==> src/rtl/hb_deadtime.sv <==
module hb_deadtime #(
  parameter int CLK_NS = 4,
  parameter int MIN_NS = 25,
  parameter int MAX_NS = 200,
  parameter int DT_W   = 8
) (
  input  logic            clk,
  input  logic            rst_n,
  input  logic            en,
  input  logic            cmd_hi,
  input  logic            cmd_lo,
  input  logic [1:0]      mode,
  input  logic [DT_W-1:0] dt_count,
  output logic            gate_hi,
  output logic            gate_lo
);
  localparam int MIN_CNT = (MIN_NS + CLK_NS - 1) / CLK_NS;
  localparam int MAX_CNT = MAX_NS / CLK_NS;
  localparam logic [DT_W-1:0] MIN_V = DT_W'(MIN_CNT);
  localparam logic [DT_W-1:0] MAX_V = DT_W'(MAX_CNT);
  localparam logic [1:0] M_LOCK = 2'b00, M_PROG = 2'b01, M_MAX = 2'b10, M_OPEN = 2'b11;

  logic [1:0]      mode_q, mode_use;
  logic [DT_W-1:0] dt_q, dt_live, dt_use;
  logic [DT_W-1:0] since_lo, since_hi;
  logic            idle, hi_ok, lo_ok, hi_d, lo_d;

  assign idle = ~gate_hi & ~gate_lo;

  always_comb begin
    case (mode)
      M_PROG: begin
        if (dt_count == '0)        dt_live = '0;
        else if (dt_count < MIN_V) dt_live = MIN_V;
        else if (dt_count > MAX_V) dt_live = MAX_V;
        else                       dt_live = dt_count;
      end
      M_MAX:   dt_live = MAX_V;
      default: dt_live = '0;
    endcase
  end

  assign mode_use = idle ? mode    : mode_q;
  assign dt_use   = idle ? dt_live : dt_q;

  assign hi_ok = ~gate_lo & (((DT_W+1)'(since_lo) + (DT_W+1)'(1)) >= (DT_W+1)'(dt_use));
  assign lo_ok = ~gate_hi & (((DT_W+1)'(since_hi) + (DT_W+1)'(1)) >= (DT_W+1)'(dt_use));

  always_comb begin
    if (!en) begin
      hi_d = 1'b0;
      lo_d = 1'b0;
    end else if (mode_use == M_OPEN) begin
      hi_d = cmd_hi;
      lo_d = cmd_lo;
    end else begin
      hi_d = cmd_hi & ~cmd_lo & (gate_hi | hi_ok);
      lo_d = cmd_lo & ~cmd_hi & (gate_lo | lo_ok);
    end
  end

  always_ff @(posedge clk or negedge rst_n) begin
    if (!rst_n) begin
      gate_hi  <= 1'b0;
      gate_lo  <= 1'b0;
      mode_q   <= M_LOCK;
      dt_q     <= '0;
      since_lo <= MAX_V;
      since_hi <= MAX_V;
    end else begin
      gate_hi  <= hi_d;
      gate_lo  <= lo_d;
      mode_q   <= mode_use;
      dt_q     <= dt_use;
      since_lo <= gate_lo ? '0 : (since_lo >= MAX_V ? MAX_V : since_lo + DT_W'(1));
      since_hi <= gate_hi ? '0 : (since_hi >= MAX_V ? MAX_V : since_hi + DT_W'(1));
    end
  end


  en_off_chk: assert property (@(posedge clk) disable iff (!rst_n)
    !en |=> (!gate_hi && !gate_lo));

  hi_off_chk: assert property (@(posedge clk) disable iff (!rst_n)
    !cmd_hi |=> !gate_hi);

  lo_off_chk: assert property (@(posedge clk) disable iff (!rst_n)
    !cmd_lo |=> !gate_lo);

  overlap_chk: assert property (@(posedge clk) disable iff (!rst_n)
    (gate_hi && gate_lo) |-> (mode_q == M_OPEN));

  hi_rise_chk: assert property (@(posedge clk) disable iff (!rst_n)
    ($rose(gate_hi) && mode_q != M_OPEN) |-> !$past(gate_lo));

  lo_rise_chk: assert property (@(posedge clk) disable iff (!rst_n)
    ($rose(gate_lo) && mode_q != M_OPEN) |-> !$past(gate_hi));
endmodule

==> config.mk <==
export PLATFORM = sky130hd
export DESIGN_NAME = hb_deadtime
export DESIGN_NICKNAME = d
export VERILOG_FILES = /design/src/rtl/hb_deadtime.sv
export SDC_FILE = /design/constraint.sdc
export NUM_CORES = 1
export LEC_CHECK = 0
export BUFFER_PORTS_ARGS = -buffer_cell sky130_fd_sc_hd__buf_2
export CAP_MARGIN = 20
export CORE_MARGIN = 5
export CORE_UTILIZATION = 50
export DETAILED_ROUTE_END_ITERATION = 8
export MAX_ROUTING_LAYER = met4
export PLACE_DENSITY = 0.77
export SLEW_MARGIN = 40
export SYNTH_ARGS = -nofsm -noshare
export SYNTH_HDL_FRONTEND = slang
export SYNTH_SLANG_ARGS = --single-unit
==> constraint.sdc <==
create_clock -name clk -period 8 [get_ports clk]
set_input_delay 0.8 -clock clk [delete_from_list [all_inputs] [get_ports clk]]
set_output_delay 0.8 -clock clk [all_outputs]
set_load 0.02 [all_outputs]
Word level (Yosys, flattened, before mapping). Index checks and enable logic that the tools add are counted.

Register bits: 28. Input port bits: 15. Output and inout bits: 2. Logic and storage cells: 47.

$add $sub $neg: 4. $lt $le $gt $ge: 6. Eq/ne operators: 3. Muxes and demuxes: 14. Bitwise operators: 13. Reductions and logical operators: 1.

Operator list (number): $mux 8 (8); $add 8x1->9 const B (2); $ge 9x8->1 (2); $add 8x1->8 const B (2); $ge 8x6->1 const B (2); $pmux 8 s2 (1); $gt 8x6->1 const B (1); $logic_not 8->1 (1); $lt 8x3->1 const B (1); $and 1x1->1 (7); $eq 2x2->1 const B (2); $mux 1 (4); $not 1->1 (4); $eq 2x1->1 const B (1); $mux 2 (1); $or 1x1->1 (2).

Longest topological paths before layout.
Depth in word-level cells: 12. Depth in mapped cells: 12. Depth with buffers taken out: 12.

Least setup slack after synthesis. OpenSTA, ideal clock, no wires.

Path type: input to register. From: input port mode[0]. To: register gate_hi. Library setup time: 136 ps. Arrival time: 3090 ps. Required time: 7864 ps. Setup slack: 4773 ps. Cell stages on the path: 12. Path buffers: 0. Path through: inv_1 -> ha_1 -> or3b_1 -> a21oi_1 -> nor2b_4 -> a221o_2 -> ha_1 -> nand2b_1 -> a211oi_1 -> nor3_1 -> a2111oi_0 -> o21ai_0.

Cells in the longest elaborated chain, start to end: 9. Elaborated cells between the ends (all ways): 12. Classes of those cells: 1 x order compare; 3 x eq/ne; 5 x mux; 3 x bitwise.

Ends and longest elaborated chain: start: declaration (line 12) `input logic [1:0] mode,`; $eq 2x2->1 / $eq 2x1->1 (equally long branches) (line 31) `case (mode)`; $pmux 8 s2 (*) (line 31); $mux 8 (*) (line 44) `assign dt_use = idle ? dt_live : dt_q;`; named net dt_use[0] (line 24) `logic [DT_W-1:0] dt_q, dt_live, dt_use;`; $ge 9x8->1 (*) (line 46) `assign hi_ok = ~gate_lo & (((DT_W+1)'(since_lo) + (DT_W+1)'(1)) >= (DT_W+1)'(dt_use));`; $and 1x1->1 (*) (line 46); $or 1x1->1 (*) (line 57) `hi_d = cmd_hi & ~cmd_lo & (gate_hi | hi_ok);`; $and 1x1->1 (*) (line 57); $mux 1 (*) (line 53) `end else if (mode_use == M_OPEN) begin`; $mux 1 (*) (line 50) `if (!en) begin`; named net hi_d (line 26) `logic idle, hi_ok, lo_ok, hi_d, lo_d;`; end signal: assignment (line 71) `gate_hi <= hi_d;`; end: declaration (line 14) `output logic gate_hi,`.

The timed path passes the listed nets; every way through them passes the cells marked *.

Worst setup path after layout.
From: register gate_hi. To: register gate_hi.

Cells in the longest elaborated chain, start to end: 9. Elaborated cells between the ends (all ways): 11. Classes of those cells: 1 x order compare; 1 x eq/ne; 4 x mux; 5 x bitwise.

Ends and longest elaborated chain: $not 1->1 (line 28) `assign idle = ~gate_hi & ~gate_lo;`; $and 1x1->1 (line 28); $mux 8 (line 44); named net dt_use[0] (line 24); $ge 9x8->1 (line 46); $and 1x1->1 (line 46); $or 1x1->1 (line 57); $and 1x1->1 (line 57); $mux 1 (line 53); $mux 1 (line 50); named net hi_d (line 26).

The timed path passes the listed nets, and every way through them passes these cells.

==> impl_results.md <==
* Max-slew violation count at 0
* Worst min-delay path class: input port to asynchronous set/reset pin
* Maximum number of buffers from clock root to sink at 2
* Number of distinct library cell variants in the gate-level netlist after synthesis at 43
* Worst Path Arrival at around 3.6 ns
* Cell area after technology mapping at around 1800 um^2
* Area after DPL at between 1500 and 2000 um^2
* Root buffer cell: sky130_fd_sc_hd__clkbuf_4
* Latest clock arrival within the worst-skew pair at 0.34 ns
* Total power after layout at about 0.32 mW
* Clock buffer count from CTS at 3
* Area Growth Syn to Fin at 10.4%
* Summed negative setup slack over all endpoints at 0 ns
* Number of enable flip-flop cells after synthesis at 0
* Reg clk slew, reported paths at ~0.16 ns
* Mean instance size in the synthesized netlist at around 10 um^2
* Seq pwr share at between 50% and 60%
* Area of the die at 4820 um^2
* Post-Synth XOR/XNOR Area at between 5 and 6%
* CTS Sinks at 28
* Total via count after detailed routing at 1354
* Number of antenna violations at the first check in global routing at 0
* Slack of the worst reg-to-reg path at approximately 4.7 ns
* Leading register cell type out of synthesis: sky130_fd_sc_hd__dfrtp_1
* Synth Area in Compound Gates at 16.0%
* Combinational family with the most area after synthesis: simple AND/OR/NAND/NOR gates
* Async S/R FF share, synth at between 90% and 100%
* Unrepaired setup endpoints after global routing: false
* Worst Max-Slew Pin Slew at approximately 0.62 ns
* Internal power contribution at roughly 0.23 mW
* Power density cells at 163 nW/um^2
* Number of rows created at floorplan at 21
* Net load switching power at slightly below 0.09 mW
* Vias in the first global route at ~1.3k
* Placed wire-length estimate at between 2000 and 3000 um
* TritonCTS clock tree: yes
* Port-buffer cells at 16
* Placed Cells incl. Taps at about 240
* Top achievable clock speed at ~300 MHz
* Cell area after layout at ~2000 um^2
* Critical path peak fanout at 20
* Initial Util at between 50% and 60%
* Share of the yosys chip area belonging to registers at between 40% and 50%
* Worst slack after detailed placement at around 4.4 ns
* Power share of the combinational group at roughly a fifth
* Total detailed-routing wirelength at ~3300 um
* Run status: complete, no violations
* Number of design rule violations left after detail routing at 0
* H-Tree Level Count at 1
* Initial detailed-routing violation count at 41
* Area inside the core boundary at 3390 um^2
* Filler-free cell count of the finished design at ~250
* Detailed-router iteration count before antenna repair at 4
* Final setup margin at ~4.7 ns
* Remaining Overflow, GRT at 0
* Launching element type of the critical path: flip-flop
* Horizontal extent of the die at between 60 and 70 um
* Rel. slew slack at about three fifths
* Routed vias/inst at 5.50
* Die height at just under 70 um
* Total of cells resized after clock tree synthesis at 0
* Final critical-path required period at 3.33 ns
* Flops & latches, synth at 28
* GR Util All Layers at between 10 and 15%
* Portion of total power attributed to the clock network at 29.7%
* Share of final-layout standard cells stronger than drive strength 1 at 15.0%
* Max Cap Violations at 0
* Worst Skew at about 0.011 ns
* Diodes inserted at 0
* Count of warnings emitted by yosys at 0
* Setup violations, final at 0
* Hold Vio Cnt, Final at 0
* Share of synthesized cell area in and, or, nand and nor gates at between 10% and 20%
* Leakage power total at approximately 0.91 nW
* Maximum number of pins on one net before global-route repair at 29
* Worst Hold Slack at approximately 0.45 ns
* Share of the core filled with cells at a little under three fifths
* Worst setup path category: flip-flop to flip-flop
* Avg WL per Cell at roughly 13 um
* Routability Congestion at ~0.84
* Switching portion of total power at between 20 and 30%
* Hold-fix buffers, CTS at 0
* Multiplexer fraction of the synthesized cell area at 0%
* Required time reported for the critical path endpoint at 8.23 ns
* Total number of nets in the final design at 238
* Wire length of the first global-routing pass at ~5700 um
* Top Ports at 17
* Endpoint kind of the worst setup timing path: flip-flop
* Gate count after technology mapping at around 180
* Period utilization at around two fifths
* Buffers inserted by post-CTS timing repair at 0
* Synth Area in Adders at 15.6%
* Peak supply drop at ~84 uV
* Final antenna-violating net count at 0
-- layout make-up --
type,count,area (um^2)
multi-input cells,138,1000
repair buffers,16,80.1
flip-flops and latches,28,708
well taps,46,57.6
fillers,300,1440
clock buffers,3,22.5
inverters,14,52.6
clock inverters,1,30.0
-- worst max-delay path, stage by stage (launching register included) --
cell	delay (ns)
sky130_fd_sc_hd__dfrtp_1	0.50
sky130_fd_sc_hd__or2_1	0.48
sky130_fd_sc_hd__or3b_1	0.45
sky130_fd_sc_hd__a21oi_1	0.17
sky130_fd_sc_hd__nor2b_4	0.21
sky130_fd_sc_hd__a221o_2	0.19
sky130_fd_sc_hd__ha_1	0.22
sky130_fd_sc_hd__nand2b_1	0.15
sky130_fd_sc_hd__a211oi_1	0.22
sky130_fd_sc_hd__nor3_1	0.06
sky130_fd_sc_hd__a2111oi_0	0.39
sky130_fd_sc_hd__o21ai_0	0.17
-- Yosys cell counts, drive strengths merged (2+ instances only) --
library cell / count / area share [%]
xnor2: 3 / 1.5
nand2b: 3 / 1.1
or3: 3 / 1.1
and2: 2 / 0.71
and3: 5 / 1.8
nand2: 13 / 2.8
nor3: 5 / 1.4
nor2: 10 / 2.1
nand3: 9 / 2.5
ha: 22 / 16
xor2: 9 / 4.5
a21oi: 12 / 3.4
dfstp: 6 / 8.9
nor4: 2 / 0.71
clkbuf: 2 / 0.99
inv: 14 / 3.0
a211oi: 4 / 1.7
o41a: 2 / 1.3
a221o: 2 / 1.3
nor2b: 3 / 1.5
o21ai: 5 / 1.4
o211ai: 2 / 0.85
o31ai: 2 / 0.85
dfrtp: 22 / 31
-- path summary, 6_finish.rpt --
| kind | from | cells after the start | endpoint |
|---|---|---|---|
| worst max-delay path | gate_hi$_DFF_PN0_ | 11 | gate_hi$_DFF_PN0_ |
| worst min-delay path | rst_n | 1 | mode_q[0]$_DFF_PN0_ |
| worst max register to register | gate_hi$_DFF_PN0_ | 11 | gate_hi$_DFF_PN0_ |
| worst min register to register | gate_lo$_DFF_PN0_ | 1 | since_lo[1]$_DFF_PN1_ |
| max in group asynchronous | rst_n | 1 | dt_q[5]$_DFF_PN0_ |
| min in group clk | gate_lo$_DFF_PN0_ | 1 | since_lo[1]$_DFF_PN1_ |
-- power groups by stage --
stage | clock network (mW) | logic, mW | registers [mW]
finish | 0.0945 | 0.0628 | 0.161
global route | 0.103 | 0.0740 | 0.163
global placement | 0 | 0.0613 | 0.163
CTS | 0.0968 | 0.0638 | 0.161
detailed placement | 0 | 0.0629 | 0.164
floorplan | 0 | 0.0451 | 0.163
-- sequential cells by signal, summed over array words and instances, names as in the netlist --
name / flops
dt_q: 8
since_hi: 8
since_lo: 8
gate_lo: 1
mode_q: 2
gate_hi: 1
-- metal layers --
metal  part of all wire [%]  vias up  global-route usage [%]
met1                     52      637                    20.0
met3                    4.3        4                    3.19
met2                     43       22                    22.7
li1                       -      691                       -
met5                      0        -                       -
met4                   0.76        0                    4.12
-- cell usage in the layout, fill, tap and decap left out, types with 3 or more instances in the layout --
cell / n
sky130_fd_sc_hd__a21oi_1: 12
sky130_fd_sc_hd__buf_2: 16
sky130_fd_sc_hd__clkbuf_4: 3
sky130_fd_sc_hd__o21ai_0: 5
sky130_fd_sc_hd__inv_1: 14
sky130_fd_sc_hd__a211oi_1: 4
sky130_fd_sc_hd__xor2_1: 9
sky130_fd_sc_hd__nand2_1: 13
sky130_fd_sc_hd__nand3_1: 9
sky130_fd_sc_hd__nand2b_1: 3
sky130_fd_sc_hd__xnor2_1: 3
sky130_fd_sc_hd__dfrtp_1: 22
sky130_fd_sc_hd__conb_1: 4
sky130_fd_sc_hd__or3_1: 3
sky130_fd_sc_hd__nor2_1: 10
sky130_fd_sc_hd__dfstp_2: 6
sky130_fd_sc_hd__ha_1: 22
sky130_fd_sc_hd__and3_1: 5
sky130_fd_sc_hd__nor3_1: 5
-- kinds of logic (layout without fill, tap and decap cells) --
group | Yosys count | count (layout)
AOI/OAI and AO/OA | 40 | 40
adders and majority gates | 22 | 22
buffers and inverters | 16 | 34
xor gates and xnor gates | 12 | 12
and+or+nand+nor | 60 | 60
DFF | 28 | 28
other | 1 | 4
Power figures use the tool's default switching activity.
